**src/rtl/sp_pkg.sv**
```systemverilog
package sp_pkg;
    localparam int DW       = 8;
    localparam int MAX_BITS = 12;   // start + 8 data + parity + 2 stop

    typedef enum logic [2:0] {
        A_CTRL = 3'd0,
        A_MODE = 3'd1,
        A_RATE = 3'd2,
        A_STAT = 3'd3,
        A_TXD  = 3'd4,
        A_RXD  = 3'd5
    } reg_addr_e;

    // Field order matches the status bit positions 7..0
    typedef struct packed {
        logic       tdre;
        logic       rdrf;
        logic       orer;
        logic       fer;
        logic       per;
        logic       tend;
        logic [1:0] rsv;
    } status_t;

    typedef struct packed {
        logic seven;
        logic par_en;
        logic par_odd;
        logic two_stop;
    } frame_cfg_t;

    function automatic frame_cfg_t decode_mode(input logic [DW-1:0] m);
        frame_cfg_t c;
        c.seven    = m[6];
        c.par_en   = m[5];
        c.par_odd  = m[4];
        c.two_stop = m[3];
        return c;
    endfunction

    function automatic logic [3:0] frame_len(input frame_cfg_t c);
        return 4'd1 + (c.seven ? 4'd7 : 4'd8) + {3'b000, c.par_en}
                    + (c.two_stop ? 4'd2 : 4'd1);
    endfunction

    // Bit 0 goes out first; unused upper bits stay at the mark level
    function automatic logic [MAX_BITS-1:0] frame_bits(input logic [DW-1:0] d,
                                                       input frame_cfg_t c);
        logic [MAX_BITS-1:0] f;
        logic [DW-1:0]       dd;
        dd   = c.seven ? {1'b0, d[6:0]} : d;
        f    = '1;
        f[0] = 1'b0;
        for (int i = 0; i < DW; i++) begin
            if (i < 7 || !c.seven) f[i+1] = dd[i];
        end
        if (c.par_en) f[c.seven ? 8 : 9] = (^dd) ^ c.par_odd;
        return f;
    endfunction
endpackage

```
**src/rtl/sp_baud.sv**
```systemverilog
module sp_baud #(
    parameter int RATE_W = 8
) (
    input  logic              clk,
    input  logic              rst,
    input  logic [1:0]        presc,
    input  logic [RATE_W-1:0] rate,
    output logic              tick
);
    logic [5:0]      pcnt, plim;
    logic [RATE_W:0] rcnt, rlim;

    always_comb begin
        case (presc)
            2'd0:    plim = 6'd0;
            2'd1:    plim = 6'd3;
            2'd2:    plim = 6'd15;
            default: plim = 6'd63;
        endcase
        rlim = {rate, 1'b1};   // 2*(rate+1) prescaled clocks per tick
    end

    always_ff @(posedge clk) begin
        if (rst) begin
            pcnt <= '0;
            rcnt <= '0;
            tick <= 1'b0;
        end else begin
            tick <= 1'b0;
            if (pcnt >= plim) begin
                pcnt <= '0;
                if (rcnt >= rlim) begin
                    rcnt <= '0;
                    tick <= 1'b1;
                end else begin
                    rcnt <= rcnt + 1'b1;
                end
            end else begin
                pcnt <= pcnt + 1'b1;
            end
        end
    end

    AST_TICK_GAP: assert property (@(posedge clk) disable iff (rst)
        tick |=> !tick);
endmodule

```
**src/rtl/sp_tx.sv**
```systemverilog
module sp_tx
    import sp_pkg::*;
#(
    parameter int OVS = 16
) (
    input  logic          clk,
    input  logic          rst,
    input  logic          tick,
    input  logic          load,
    input  logic [DW-1:0] data,
    input  frame_cfg_t    cfg,
    output logic          txd,
    output logic          busy,
    output logic          done
);
    localparam int OW = $clog2(OVS);
    localparam logic [OW-1:0] SUB_LAST = OW'(OVS - 1);

    logic [MAX_BITS-1:0] sh;
    logic [3:0]          left;
    logic [OW-1:0]       sub;

    always_ff @(posedge clk) begin
        if (rst) begin
            sh   <= '1;
            left <= '0;
            sub  <= '0;
            done <= 1'b0;
        end else begin
            done <= 1'b0;
            if (load) begin
                sh   <= frame_bits(data, cfg);
                left <= frame_len(cfg);
                sub  <= '0;
            end else if (tick && left != 4'd0) begin
                if (sub == SUB_LAST) begin
                    sub  <= '0;
                    sh   <= {1'b1, sh[MAX_BITS-1:1]};
                    left <= left - 4'd1;
                    if (left == 4'd1) done <= 1'b1;
                end else begin
                    sub <= sub + 1'b1;
                end
            end
        end
    end

    assign busy = (left != 4'd0);
    assign txd  = busy ? sh[0] : 1'b1;

    AST_TX_START_LOW: assert property (@(posedge clk) disable iff (rst)
        $rose(busy) |-> !txd);
endmodule

```
**src/rtl/sp_rx.sv**
```systemverilog
module sp_rx
    import sp_pkg::*;
#(
    parameter int OVS = 16
) (
    input  logic          clk,
    input  logic          rst,
    input  logic          tick,
    input  logic          en,
    input  logic          rxd,
    input  logic          seven,
    input  logic          par_en,
    input  logic          par_odd,
    output logic          done,
    output logic [DW-1:0] data,
    output logic          perr,
    output logic          ferr
);
    localparam int OW = $clog2(OVS);
    localparam logic [OW-1:0] SUB_MID  = OW'(OVS / 2);
    localparam logic [OW-1:0] SUB_LAST = OW'(OVS - 1);

    logic          s1, s2, active, pbit;
    logic [OW-1:0] sub;
    logic [3:0]    idx, nd, last;
    logic [DW-1:0] rbuf, dd;

    assign nd   = seven ? 4'd7 : 4'd8;
    assign last = nd + {3'b000, par_en} + 4'd1;
    assign dd   = seven ? {1'b0, rbuf[DW-1:1]} : rbuf;

    always_ff @(posedge clk) begin
        if (rst) begin
            s1 <= 1'b1; s2 <= 1'b1;
            active <= 1'b0; pbit <= 1'b0;
            sub <= '0; idx <= '0; rbuf <= '0;
            done <= 1'b0; data <= '0; perr <= 1'b0; ferr <= 1'b0;
        end else begin
            s1   <= rxd;
            s2   <= s1;
            done <= 1'b0;
            if (!en) begin
                active <= 1'b0;
            end else if (tick) begin
                if (!active) begin
                    if (!s2) begin
                        active <= 1'b1;
                        sub    <= OW'(1);
                        idx    <= '0;
                    end
                end else begin
                    sub <= (sub == SUB_LAST) ? '0 : sub + 1'b1;
                    if (sub == SUB_MID) begin
                        idx <= idx + 4'd1;
                        if (idx == 4'd0) begin
                            if (s2) active <= 1'b0;      // false start
                        end else if (idx <= nd) begin
                            rbuf <= {s2, rbuf[DW-1:1]};
                        end else if (par_en && idx == nd + 4'd1) begin
                            pbit <= s2;
                        end
                        if (idx == last) begin
                            active <= 1'b0;
                            done   <= 1'b1;
                            data   <= dd;
                            ferr   <= !s2;
                            perr   <= par_en & ((^dd) ^ pbit ^ par_odd);
                        end
                    end
                end
            end
        end
    end

    AST_RX_DONE_PULSE: assert property (@(posedge clk) disable iff (rst)
        done |=> !done);
endmodule

```
**src/rtl/serial_port.sv**
```systemverilog
module serial_port
    import sp_pkg::*;
#(
    parameter int RATE_W = 8,
    parameter int OVS    = 16
) (
    input  logic       clk,
    input  logic       rst,
    input  logic       bus_we,
    input  logic [2:0] bus_addr,
    input  logic [7:0] bus_wdata,
    output logic [7:0] bus_rdata,
    output logic       txd,
    input  logic       rxd,
    output logic       irq_tx_empty,
    output logic       irq_rx,
    output logic       irq_tx_end
);
    logic [DW-1:0]     ctl_q, mode_q, tdr_q, rdr_q;
    logic [RATE_W-1:0] rate_q;
    status_t           st_q, st_n;
    frame_cfg_t        cfg;
    logic              tick, tx_load, tx_busy, tx_done;
    logic              rx_done, rx_perr, rx_ferr;
    logic [DW-1:0]     rx_data;
    logic              wr_stat, wr_txd;

    assign cfg     = decode_mode(mode_q);
    assign wr_stat = bus_we && bus_addr == A_STAT;
    assign wr_txd  = bus_we && bus_addr == A_TXD;
    assign tx_load = ctl_q[5] && !st_q.tdre && !tx_busy;

    sp_baud #(.RATE_W(RATE_W)) u_baud (
        .clk(clk), .rst(rst), .presc(mode_q[1:0]), .rate(rate_q), .tick(tick)
    );

    sp_tx #(.OVS(OVS)) u_tx (
        .clk(clk), .rst(rst), .tick(tick), .load(tx_load), .data(tdr_q),
        .cfg(cfg), .txd(txd), .busy(tx_busy), .done(tx_done)
    );

    sp_rx #(.OVS(OVS)) u_rx (
        .clk(clk), .rst(rst), .tick(tick), .en(ctl_q[4]), .rxd(rxd),
        .seven(cfg.seven), .par_en(cfg.par_en), .par_odd(cfg.par_odd),
        .done(rx_done), .data(rx_data), .perr(rx_perr), .ferr(rx_ferr)
    );

    always_comb begin
        st_n = st_q;
        if (wr_stat) st_n = st_q & status_t'(bus_wdata);
        if (tx_load) begin
            st_n.tdre = 1'b1;
            st_n.tend = 1'b0;
        end
        if (wr_txd) st_n.tdre = 1'b0;
        if (tx_done && st_q.tdre && !wr_txd) st_n.tend = 1'b1;
        if (rx_done) begin
            if (st_q.rdrf) begin
                st_n.orer = 1'b1;
            end else begin
                st_n.rdrf = 1'b1;
                st_n.per  = st_n.per | rx_perr;
                st_n.fer  = st_n.fer | rx_ferr;
            end
        end
        st_n.rsv = 2'b00;
    end

    always_ff @(posedge clk) begin
        if (rst) begin
            ctl_q  <= '0;
            mode_q <= '0;
            rate_q <= '0;
            tdr_q  <= '0;
            rdr_q  <= '0;
            st_q   <= status_t'(8'h84);
        end else begin
            st_q <= st_n;
            if (bus_we) begin
                case (bus_addr)
                    A_CTRL:  ctl_q  <= bus_wdata;
                    A_MODE:  mode_q <= bus_wdata;
                    A_RATE:  rate_q <= bus_wdata[RATE_W-1:0];
                    A_TXD:   tdr_q  <= bus_wdata;
                    default: ;
                endcase
            end
            if (rx_done && !st_q.rdrf) rdr_q <= rx_data;
        end
    end

    always_comb begin
        case (bus_addr)
            A_CTRL:  bus_rdata = ctl_q;
            A_MODE:  bus_rdata = mode_q;
            A_RATE:  bus_rdata = DW'(rate_q);
            A_STAT:  bus_rdata = st_q;
            A_TXD:   bus_rdata = tdr_q;
            A_RXD:   bus_rdata = rdr_q;
            default: bus_rdata = '0;
        endcase
    end

    assign irq_tx_empty = ctl_q[7] & st_q.tdre;
    assign irq_rx       = ctl_q[6] & (st_q.rdrf | st_q.orer | st_q.fer | st_q.per);
    assign irq_tx_end   = ctl_q[2] & st_q.tend;

    AST_TDRE_AFTER_LOAD: assert property (@(posedge clk) disable iff (rst)
        tx_load && !wr_txd |=> st_q.tdre);
    AST_TEND_ONLY_IDLE: assert property (@(posedge clk) disable iff (rst)
        st_q.tend |-> !tx_busy);
    AST_OVERRUN_KEEPS_DATA: assert property (@(posedge clk) disable iff (rst)
        rx_done && st_q.rdrf |=> $stable(rdr_q));
    AST_RSV_ZERO: assert property (@(posedge clk) disable iff (rst)
        st_q.rsv == 2'b00);
endmodule

```
**config.mk**
```make
export PLATFORM = sky130hd
export DESIGN_NAME = serial_port
export DESIGN_NICKNAME = d
export VERILOG_FILES = /design/src/rtl/sp_pkg.sv /design/src/rtl/sp_baud.sv /design/src/rtl/sp_tx.sv /design/src/rtl/sp_rx.sv /design/src/rtl/serial_port.sv
export SDC_FILE = /design/constraint.sdc
export NUM_CORES = 1
export LEC_CHECK = 0
export BUFFER_PORTS_ARGS = -buffer_cell sky130_fd_sc_hd__clkbuf_2
export CAP_MARGIN = 20
export CELL_PAD_IN_SITES_DETAIL_PLACEMENT = 0
export CELL_PAD_IN_SITES_GLOBAL_PLACEMENT = 2
export CORE_UTILIZATION = 39
export CTS_BUF_LIST = sky130_fd_sc_hd__clkbuf_4 sky130_fd_sc_hd__clkbuf_8
export DETAILED_ROUTE_END_ITERATION = 7
export GPL_ROUTABILITY_DRIVEN = 0
export PLACE_DENSITY_LB_ADDON = 0.25
export SKIP_LAST_GASP = 1
export SLEW_MARGIN = 5
export SYNTH_ARGS = -nofsm -noshare
export SYNTH_HDL_FRONTEND = slang
export SYNTH_SLANG_ARGS = --single-unit
```
**constraint.sdc**
```tcl
create_clock -name clk -period 2.7 [get_ports clk]
set_input_delay 0.54 -clock clk [delete_from_list [all_inputs] [get_ports clk]]
set_output_delay 0.54 -clock clk [all_outputs]
set_load 0.01 [all_outputs]
```
After elaboration in Yosys (flattened, before gate mapping) --
Index checks and enable logic that the tools add are counted.
Operators by class: eq/ne operators 15, multiplexer cells 59, $lt $le $gt $ge 5, reductions and logical operators 42, bitwise logic cells 22, add/subtract/negate cells 11
Operator list (count):
- 12-bit two-way mux | 4
- 4-bit two-way mux | 12
- 8-bit case mux with 6 select lines | 1
- 1-bit two-way mux | 33
- 32-bit by 1-bit greater-or-equal comparator with 1-bit output, second input constant | 1
- 32-bit by 6-bit less-than comparator with 1-bit output, second input constant | 1
- 8-bit two-way mux | 3
- 6-bit case mux with 3 select lines | 1
- 4-bit by 1-bit adder with 4-bit output, second input constant | 4
- 8-bit XOR reduction | 2
- 12-bit bitwise mux | 1
- 4-bit == test, second input constant | 3
- 1-bit logical AND | 10
- 2-bit AND reduction | 5
- 2-bit OR reduction | 5
- 9-bit by 1-bit adder with 9-bit output, second input constant | 1
- 9-bit greater-or-equal comparator | 1
- 9-bit two-way mux | 1
- 1-bit inverter | 9
- 4-bit by 1-bit adder with 4-bit output | 2
- 8-bit bitwise AND | 1
- 4-bit == test | 2
- 7-bit AND reduction | 1
- 6-bit by 1-bit adder with 6-bit output, second input constant | 1
- 30 further kinds | 49
Word-level totals: word-level logic and storage cells 184, bits in registers 116, output and inout bits 12, bits of input ports 15

Logic depth before layout (Yosys ltp) --
Gate-level depths: netlist of run 1.
depth after elaboration 8, mapped depth 10, mapped depth without buffers 9

Hierarchy --
From an unflattened synthesis of run 1, not the netlist that was laid out.
Unflattened totals: cell total of the unflattened synthesis 674, area, all modules 5954.5 µm²
By module, submodules not included:
- serial_port | seq. area each 920.9 µm², instances 1, cells each 247, area an instance 2150.8 µm²
- sp_rx | seq. area each 620.6 µm², instances 1, cells each 180, area an instance 1624.1 µm²
- sp_tx | seq. area each 380.4 µm², instances 1, cells each 118, area an instance 1122.3 µm²
- sp_baud | seq. area each 320.3 µm², instances 1, cells each 129, area an instance 1057.3 µm²

Worst setup path after synthesis of run 1 --
No wires, ideal clock.
kind in2out, start input port bus_addr[0], end output port bus_rdata[4], arrival 1.722 ns, slack 0.438 ns, path buffers 2, cell stages on the path 5, required time 2.160 ns, path through clkbuf_1 buf_1 nor2b_1 a22oi_1 o22ai_1
Between the ends: cells in the longest elaborated chain, start to end 2, elaborated cells between the ends (all ways) 7, those cells by class eq/ne: 5; mux: 1; reduce/logical: 1
RTL lines:
- start, declared | line serial_port.sv:10 | input logic [2:0] bus_addr,
- 3-bit == test (tied with other cells) | line serial_port.sv:93 | case (bus_addr)
- 8-bit case mux with 6 select lines * | line serial_port.sv:93
- end, declared | line serial_port.sv:12 | output logic [7:0] bus_rdata,
Every way passes the cells marked *; elsewhere a longest branch is shown, timed or not.

Worst setup path in the final report of run 1 --
start input port bus_addr[0], end output port bus_rdata[3]
Same word-level chain as after synthesis.

==> flow_summary.json, run 1 <==
{
  "path_clk_slew_ns": 0.10,
  "yosys.area_share.xor_xnor": 0.0504,
  "dp_cells": 864,
  "drv_cap": 0,
  "ctsRootBufferMaster": "clkbuf_8",
  "cts.path.max_buffers": 2,
  "worstPathMaxFanout": 27,
  "wire_per_inst_um": 15.7,
  "core_um2": 14000,
  "port_buffers": 26,
  "syn_area_um2": 5660,
  "dr.pass1.iters": 4,
  "yosysSeqAreaShare": 0.396,
  "dieHeight_um": 122,
  "peakVddDrop_mv": 0.318,
  "finalCriticalPeriod_ns": 2.38,
  "synth_compound_area_frac": 0.160,
  "synth_warnings": 0,
  "htree_levels": 3,
  "mostFrequentLayoutCell": "nand2_1",
  "synth_ff_type": "dfxtp_1",
  "nets": 741,
  "fin_worst_skew_ns": 0.0151,
  "worst_pin_slew_ns": 0.898,
  "holdBufCountCts": 0,
  "fillers": 1416,
  "setup_tns_ns": 0,
  "ant_nets": 0,
  "synth_top_cell_by_area": "dfxtp_1",
  "num_rows": 43,
  "drive_gt1_frac": 0.0986,
  "power_density_nw_per_um2": 512,
  "drc": 0,
  "syn_to_final_growth_pct": 8.84,
  "crit_arrival_ns": 1.84,
  "wl_um": 13900,
  "synth.distinct_cells": 63,
  "vias": 4623,
  "grt_max_degree": 84,
  "fmax_ghz": 0.420,
  "finalMaxSlewViolations": 0,
  "hold_viol_final": 0,
  "path_cells": "clkbuf_2 -> nor2_1 -> a22oi_1 -> o22ai_1 -> clkbuf_2",
  "cts_inserted_buffers": 9,
  "drt_iter0_drc": 310,
  "yosysTopAreaCellShare": 0.396,
  "cts_tree": "done",
  "cp-end-kind": "primary output",
  "cpMostUsedCell": "clkbuf_2",
  "slew_headroom": 0.401,
  "cp_top_family": "buffers and inverters",
  "cp.required_ns": 2.16,
  "start_util": 0.403,
  "finalCoreUtilization": 0.439,
  "synth_cells": 683,
  "die-area_um2": 15000,
  "path_buf_inv": 2,
  "grt_setup_unrepaired": "false",
  "ys_ff_latch": 112,
  "grt_pass1_wl_um": 22600,
  "ios": 27,
  "synthArstFlopShare": 0,
  "crit_slowest_cell": "nor2_1",
  "power_w": 0.00315,
  "final-setup-viol-count": 0,
  "cp_slowest_stage_delay_ns": 0.43,
  "final_cells": 880,
  "status": "finished clean",
  "cts_resized": 0,
  "synth_top_family_by_area": "simple AND/OR/NAND/NOR gates",
  "syn_area_per_cell_um2": 8.29,
  "p_leak_nw": 2.29,
  "die_w_um": 122,
  "finalCritPeriodShare": 0.882,
  "synth-adder-area-share": 0.0698,
  "synthTopCellsByArea": "dfxtp_1 (40%), nand2_1 (7.6%), ha_1 (6.6%), a21oi_1 (5.3%), mux2i_1 (5.1%)",
  "hold_slack_ns": 0.347,
  "synthMuxAreaShare": 0.0632,
  "place_hpwl_um": 10100,
  "path_class": "in2out",
  "min_path_type": "in2reg",
  "clk_latency_ns": 0.38,
  "yosys.area_share.simple": 0.218,
  "diodes": 0,
  "grt_pass1_vias": 4308,
  "synth_nets": 729,
  "synth_edf_count": 0,
  "grt_usage": 0.196,
  "mostFrequentLayoutCells": "nand2_1 (114), dfxtp_1 (112), nor2_1 (70)",
  "vias_per_cell": 5.25,
  "antenna_found_initial": 0,
  "cts_setup_buffers": 0,
  "start_kind": "primary input",
  "grt_overflow": 0,
  "cts.sink_count": 112
}
==> worst paths after layout <==
kind	start	end	slack, ns	depth (start not counted)
max	bus_addr[0]	bus_rdata[3]	0.32	5
min	rxd	u_rx.s1	0.35	2
max reg2reg	mode_q[6]	u_rx.rbuf[2]	0.43	7
min reg2reg	u_rx.s1	u_rx.s2	0.42	1
==> metal layers <==
layer / wire length, µm / part of all wire / GRT usage / vias up
met2: 6160 / 0.44 / 0.306 / 74
li1: - / - / - / 2379
met4: 185 / 0.013 / 0.0488 / 0
met1: 7030 / 0.51 / 0.271 / 2157
met5: 0 / 0 / 0 / -
met3: 478 / 0.035 / 0.0465 / 13
==> where the power goes <==
group / internal (W) / total, W / switching (W)
logic: 0.000124 / 0.000321 / 0.000197
clock network: 0.000525 / 0.00110 / 0.000579
registers: 0.00169 / 0.00173 / 0.0000436
total: 0.00233 / 0.00315 / 0.000819
==> logic make-up (layout without fill, tap and decap cells) <==
kind of cell | Yosys count | count (layout)
multiplexers | 34 | 34
adder cells (fa/ha/maj) | 31 | 31
XOR/XNOR | 31 | 31
flip-flops | 112 | 112
AO/OA/AOI/OAI | 146 | 146
AND/OR/NAND/NOR | 268 | 268
buffers and inverters | 61 | 78
==> cell type report <==
cell class / count / area, µm² / area share
well taps: 180 / 225 / 0.0366
repair buffers: 34 / 190 / 0.0309
multi-input cells: 510 / 3180 / 0.516
flip-flops and latches: 112 / 2240 / 0.364
clock inverters: 7 / 95.1 / 0.0154
inverters: 28 / 105 / 0.0171
clock buffers: 9 / 124 / 0.0201
==> through the flow <==
step	setup slack, ns	area, µm²
after floorplan	0.438	5660
after global placement	0.431	5940
after detailed placement	0.352	5940
after CTS	0.354	6160
after global routing	0.195	6160
final	0.318	6160
==> cell usage after synthesis, types with 2 or more instances <==
master and instances:
ha_1 30, inv_1 28, buf_2 8, nand3_1 14, xor2_1 9, a22oi_1 8
o21ai_0 29, mux2_2 4, a21oi_1 60, o22ai_1 3, o21ai_1 8, nand4_1 3
nand2b_1 3, or2_2 4, nor2b_1 14, nor4_1 2, a22o_1 6, nand2_1 114
nor2_1 70, mux2i_1 29, o221ai_1 3, nand3b_1 2, nor4b_1 2, and3_1 15
o211ai_1 4, xnor2_1 21, dfxtp_1 112, a211oi_1 10, nor3_1 8, buf_1 5
clkbuf_1 20, and2_1 4
==> state kept, by name (all words and copies together), names as in the netlist, 4 cells and up <==
signal / cells
u_rx.idx: 4
u_baud.rcnt: 9
mode_q: 8
u_tx.left: 4
u_rx.data: 8
st_q: 6
ctl_q: 8
rdr_q: 8
u_rx.rbuf: 8
u_rx.sub: 4
rate_q: 8
tdr_q: 8
u_tx.sh: 10
u_tx.sub: 4
u_baud.pcnt: 6
No activity file was read; power rests on OpenSTA's default activity.
==> inputs of run 2 (changes only) <==
--- a/config.mk
+++ b/config.mk
@@ -9,7 +9,7 @@
 export CAP_MARGIN = 20
 export CELL_PAD_IN_SITES_DETAIL_PLACEMENT = 0
 export CELL_PAD_IN_SITES_GLOBAL_PLACEMENT = 2
-export CORE_UTILIZATION = 39
+export CORE_UTILIZATION = 40
 export CTS_BUF_LIST = sky130_fd_sc_hd__clkbuf_4 sky130_fd_sc_hd__clkbuf_8
 export DETAILED_ROUTE_END_ITERATION = 7
 export GPL_ROUTABILITY_DRIVEN = 0
==> constraint.sdc (replaced) <==
create_clock -name clk -period 2.8 [get_ports clk]
set_input_delay 0.56 -clock clk [delete_from_list [all_inputs] [get_ports clk]]
set_output_delay 0.56 -clock clk [all_outputs]
set_load 0.01 [all_outputs]
==> run 2 against run 1 <==
  * Clock skew down 0.0063 ns
  * Combinational power is 6.2% lower
  * Sequential cell count unchanged
  * Sequential share of layout area grew 0.12 points
  * Critical path type unchanged
  * Die area is 2.5% lower
  * Register-to-register slack better by 0.10 ns
  * Final area down 0.32%
  * Worst setup slack improved by 0.068 ns
==> flow_summary.json, run 2 (synthesized netlist as in run 1, its figures left out) <==
{
  "status": "finished clean",
  "hold_start": "rxd",
  "regMostFlops": "u_tx.sh",
  "largestRegisters": "u_tx.sh: 10 flops, u_baud.rcnt: 9 flops",
  "finalCoreUtilization": 0.444,
  "fin_worst_skew_ns": 0.00875,
  "finalCriticalPeriod_ns": 2.41,
  "mostFrequentLayoutCells": "nand2_1 (114), dfxtp_1 (112), nor2_1 (70)",
  "clk_latency_ns": 0.39,
  "grt_overflow": 0,
  "finalMaxSlewViolations": 0,
  "die-area_um2": 14600,
  "start_kind": "primary input",
  "final-setup-viol-count": 0,
  "crit_slowest_cell": "clkbuf_2",
  "peakVddDrop_mv": 0.324,
  "cts_resized": 0,
  "vias_per_cell": 5.29,
  "path_clk_slew_ns": 0.10,
  "syn_to_final_growth_pct": 8.49,
  "hold_path_depth": 2,
  "port_buffers": 26,
  "fillers": 1406,
  "wl_um": 13800,
  "cts_tree": "done",
  "cp.depth": 5,
  "ctsRootBufferMaster": "clkbuf_8",
  "start_util": 0.409,
  "place_hpwl_um": 10100,
  "cp.required_ns": 2.24,
  "r2r_cells": 9,
  "use_met2": 0.344,
  "nets": 740,
  "cts.path.max_buffers": 2,
  "ant_nets": 0,
  "mostFrequentLayoutCell": "nand2_1",
  "p_leak_nw": 2.28,
  "met3_usage": 0.0470,
  "cts_inserted_buffers": 9,
  "met1_usage": 0.247,
  "cts.sink_count": 112,
  "grt.busiest_layer": "met2",
  "drive_gt1_frac": 0.0973,
  "cp-end-kind": "primary output",
  "largest_reg_flops": 10,
  "drc": 0,
  "cts_setup_buffers": 0,
  "slew_headroom": 0.394,
  "power_density_nw_per_um2": 491,
  "antenna_found_initial": 0,
  "worstPathMaxFanout": 27,
  "diodes": 0,
  "hold_slack_ns": 0.351,
  "cp_top_family": "buffers and inverters",
  "crit_arrival_ns": 1.85,
  "core_um2": 13800,
  "dieHeight_um": 121,
  "dp_cells": 863,
  "fmax_ghz": 0.414,
  "ios": 27,
  "r2r-start": "mode_q[0]",
  "grt_pass1_vias": 4418,
  "num_rows": 43,
  "cpMostUsedCell": "clkbuf_2",
  "htree_levels": 3,
  "worst_pin_slew_ns": 0.910,
  "wire_per_inst_um": 15.7,
  "finalCritPeriodShare": 0.862,
  "vias": 4653,
  "drv_cap": 0,
  "path_buf_inv": 2,
  "grt_setup_unrepaired": "false",
  "r2r_slack_ns": 0.53,
  "grt_usage": 0.200,
  "r2r_end": "u_baud.rcnt[8]",
  "final_cells": 879,
  "min_path_type": "in2reg",
  "hold_end": "u_rx.s1",
  "path_cells": "clkbuf_2 -> nor2b_1 -> a22oi_1 -> o22ai_1 -> clkbuf_2",
  "grt_max_degree": 84,
  "setup_tns_ns": 0,
  "grt_pass1_wl_um": 22500,
  "hold_viol_final": 0,
  "die_w_um": 121,
  "holdBufCountCts": 0,
  "cp_slowest_stage_delay_ns": 0.41,
  "drt_iter0_drc": 203,
  "dr.pass1.iters": 4,
  "path_class": "in2out"
}
==> run 2: cell count changes in the layout (fill, tap and decap cells not counted), sizes merged <==
| cell | delta |
|---|---|
| buf | -1 |
| bufinv | -1 |
| inv | +2 |
| clkbuf | +1 |
| clkinv | -2 |
==> run 2: how the worst max path moves through the flow <==
stage                startpoint            to  slack, ns
CTS                 bus_addr[0]  bus_rdata[3]       0.40
global route        bus_addr[0]  bus_rdata[6]       0.28
floorplan           bus_addr[0]  bus_rdata[4]       0.50
finish              bus_addr[0]  bus_rdata[4]       0.39
global placement    bus_addr[0]  bus_rdata[3]       0.44
detailed placement  bus_addr[0]  bus_rdata[3]       0.40
==> run 2: cell type report <==
type	count	area [µm²]	area share
repair buffers	33	183	0.0297
clock inverters	6	75.1	0.0122
flip-flops and latches	112	2240	0.365
clock buffers	10	131	0.0214
well taps	180	225	0.0367
inverters	28	105	0.0171
multi-input cells	510	3180	0.518
==> run 2: worst register-to-register path, delay by kind of cell (launching register included) <==
family | cells | cell delay, ns
compound gates | 4 | 0.72
fa+ha+maj | 1 | 0.28
buf+inv | 1 | 0.17
flops | 1 | 0.38
simple gates | 3 | 0.63
==> run 2: power breakdown <==
group / total [W] / switching [W] / internal (W)
registers: 0.00167 / 0.0000487 / 0.00163
clock network: 0.00104 / 0.000604 / 0.000439
logic: 0.000301 / 0.000182 / 0.000119
==> run 2: stage by stage <==
step,total power (W),area (µm²),setup slack [ns]
2_1_floorplan,0.00191,5660,0.498
5_1_grt,0.00316,6140,0.284
4_1_cts,0.00306,6140,0.401
3_5_place_dp,0.00201,5930,0.404
3_3_place_gp,0.00201,5930,0.444
6_report,0.00302,6140,0.387
==> run 2: routing by layer <==
metal | share of wire | wire (µm)
met4 | 0.016 | 223
met2 | 0.50 | 6850
met1 | 0.45 | 6250
met3 | 0.035 | 480
met5 | 0 | 0
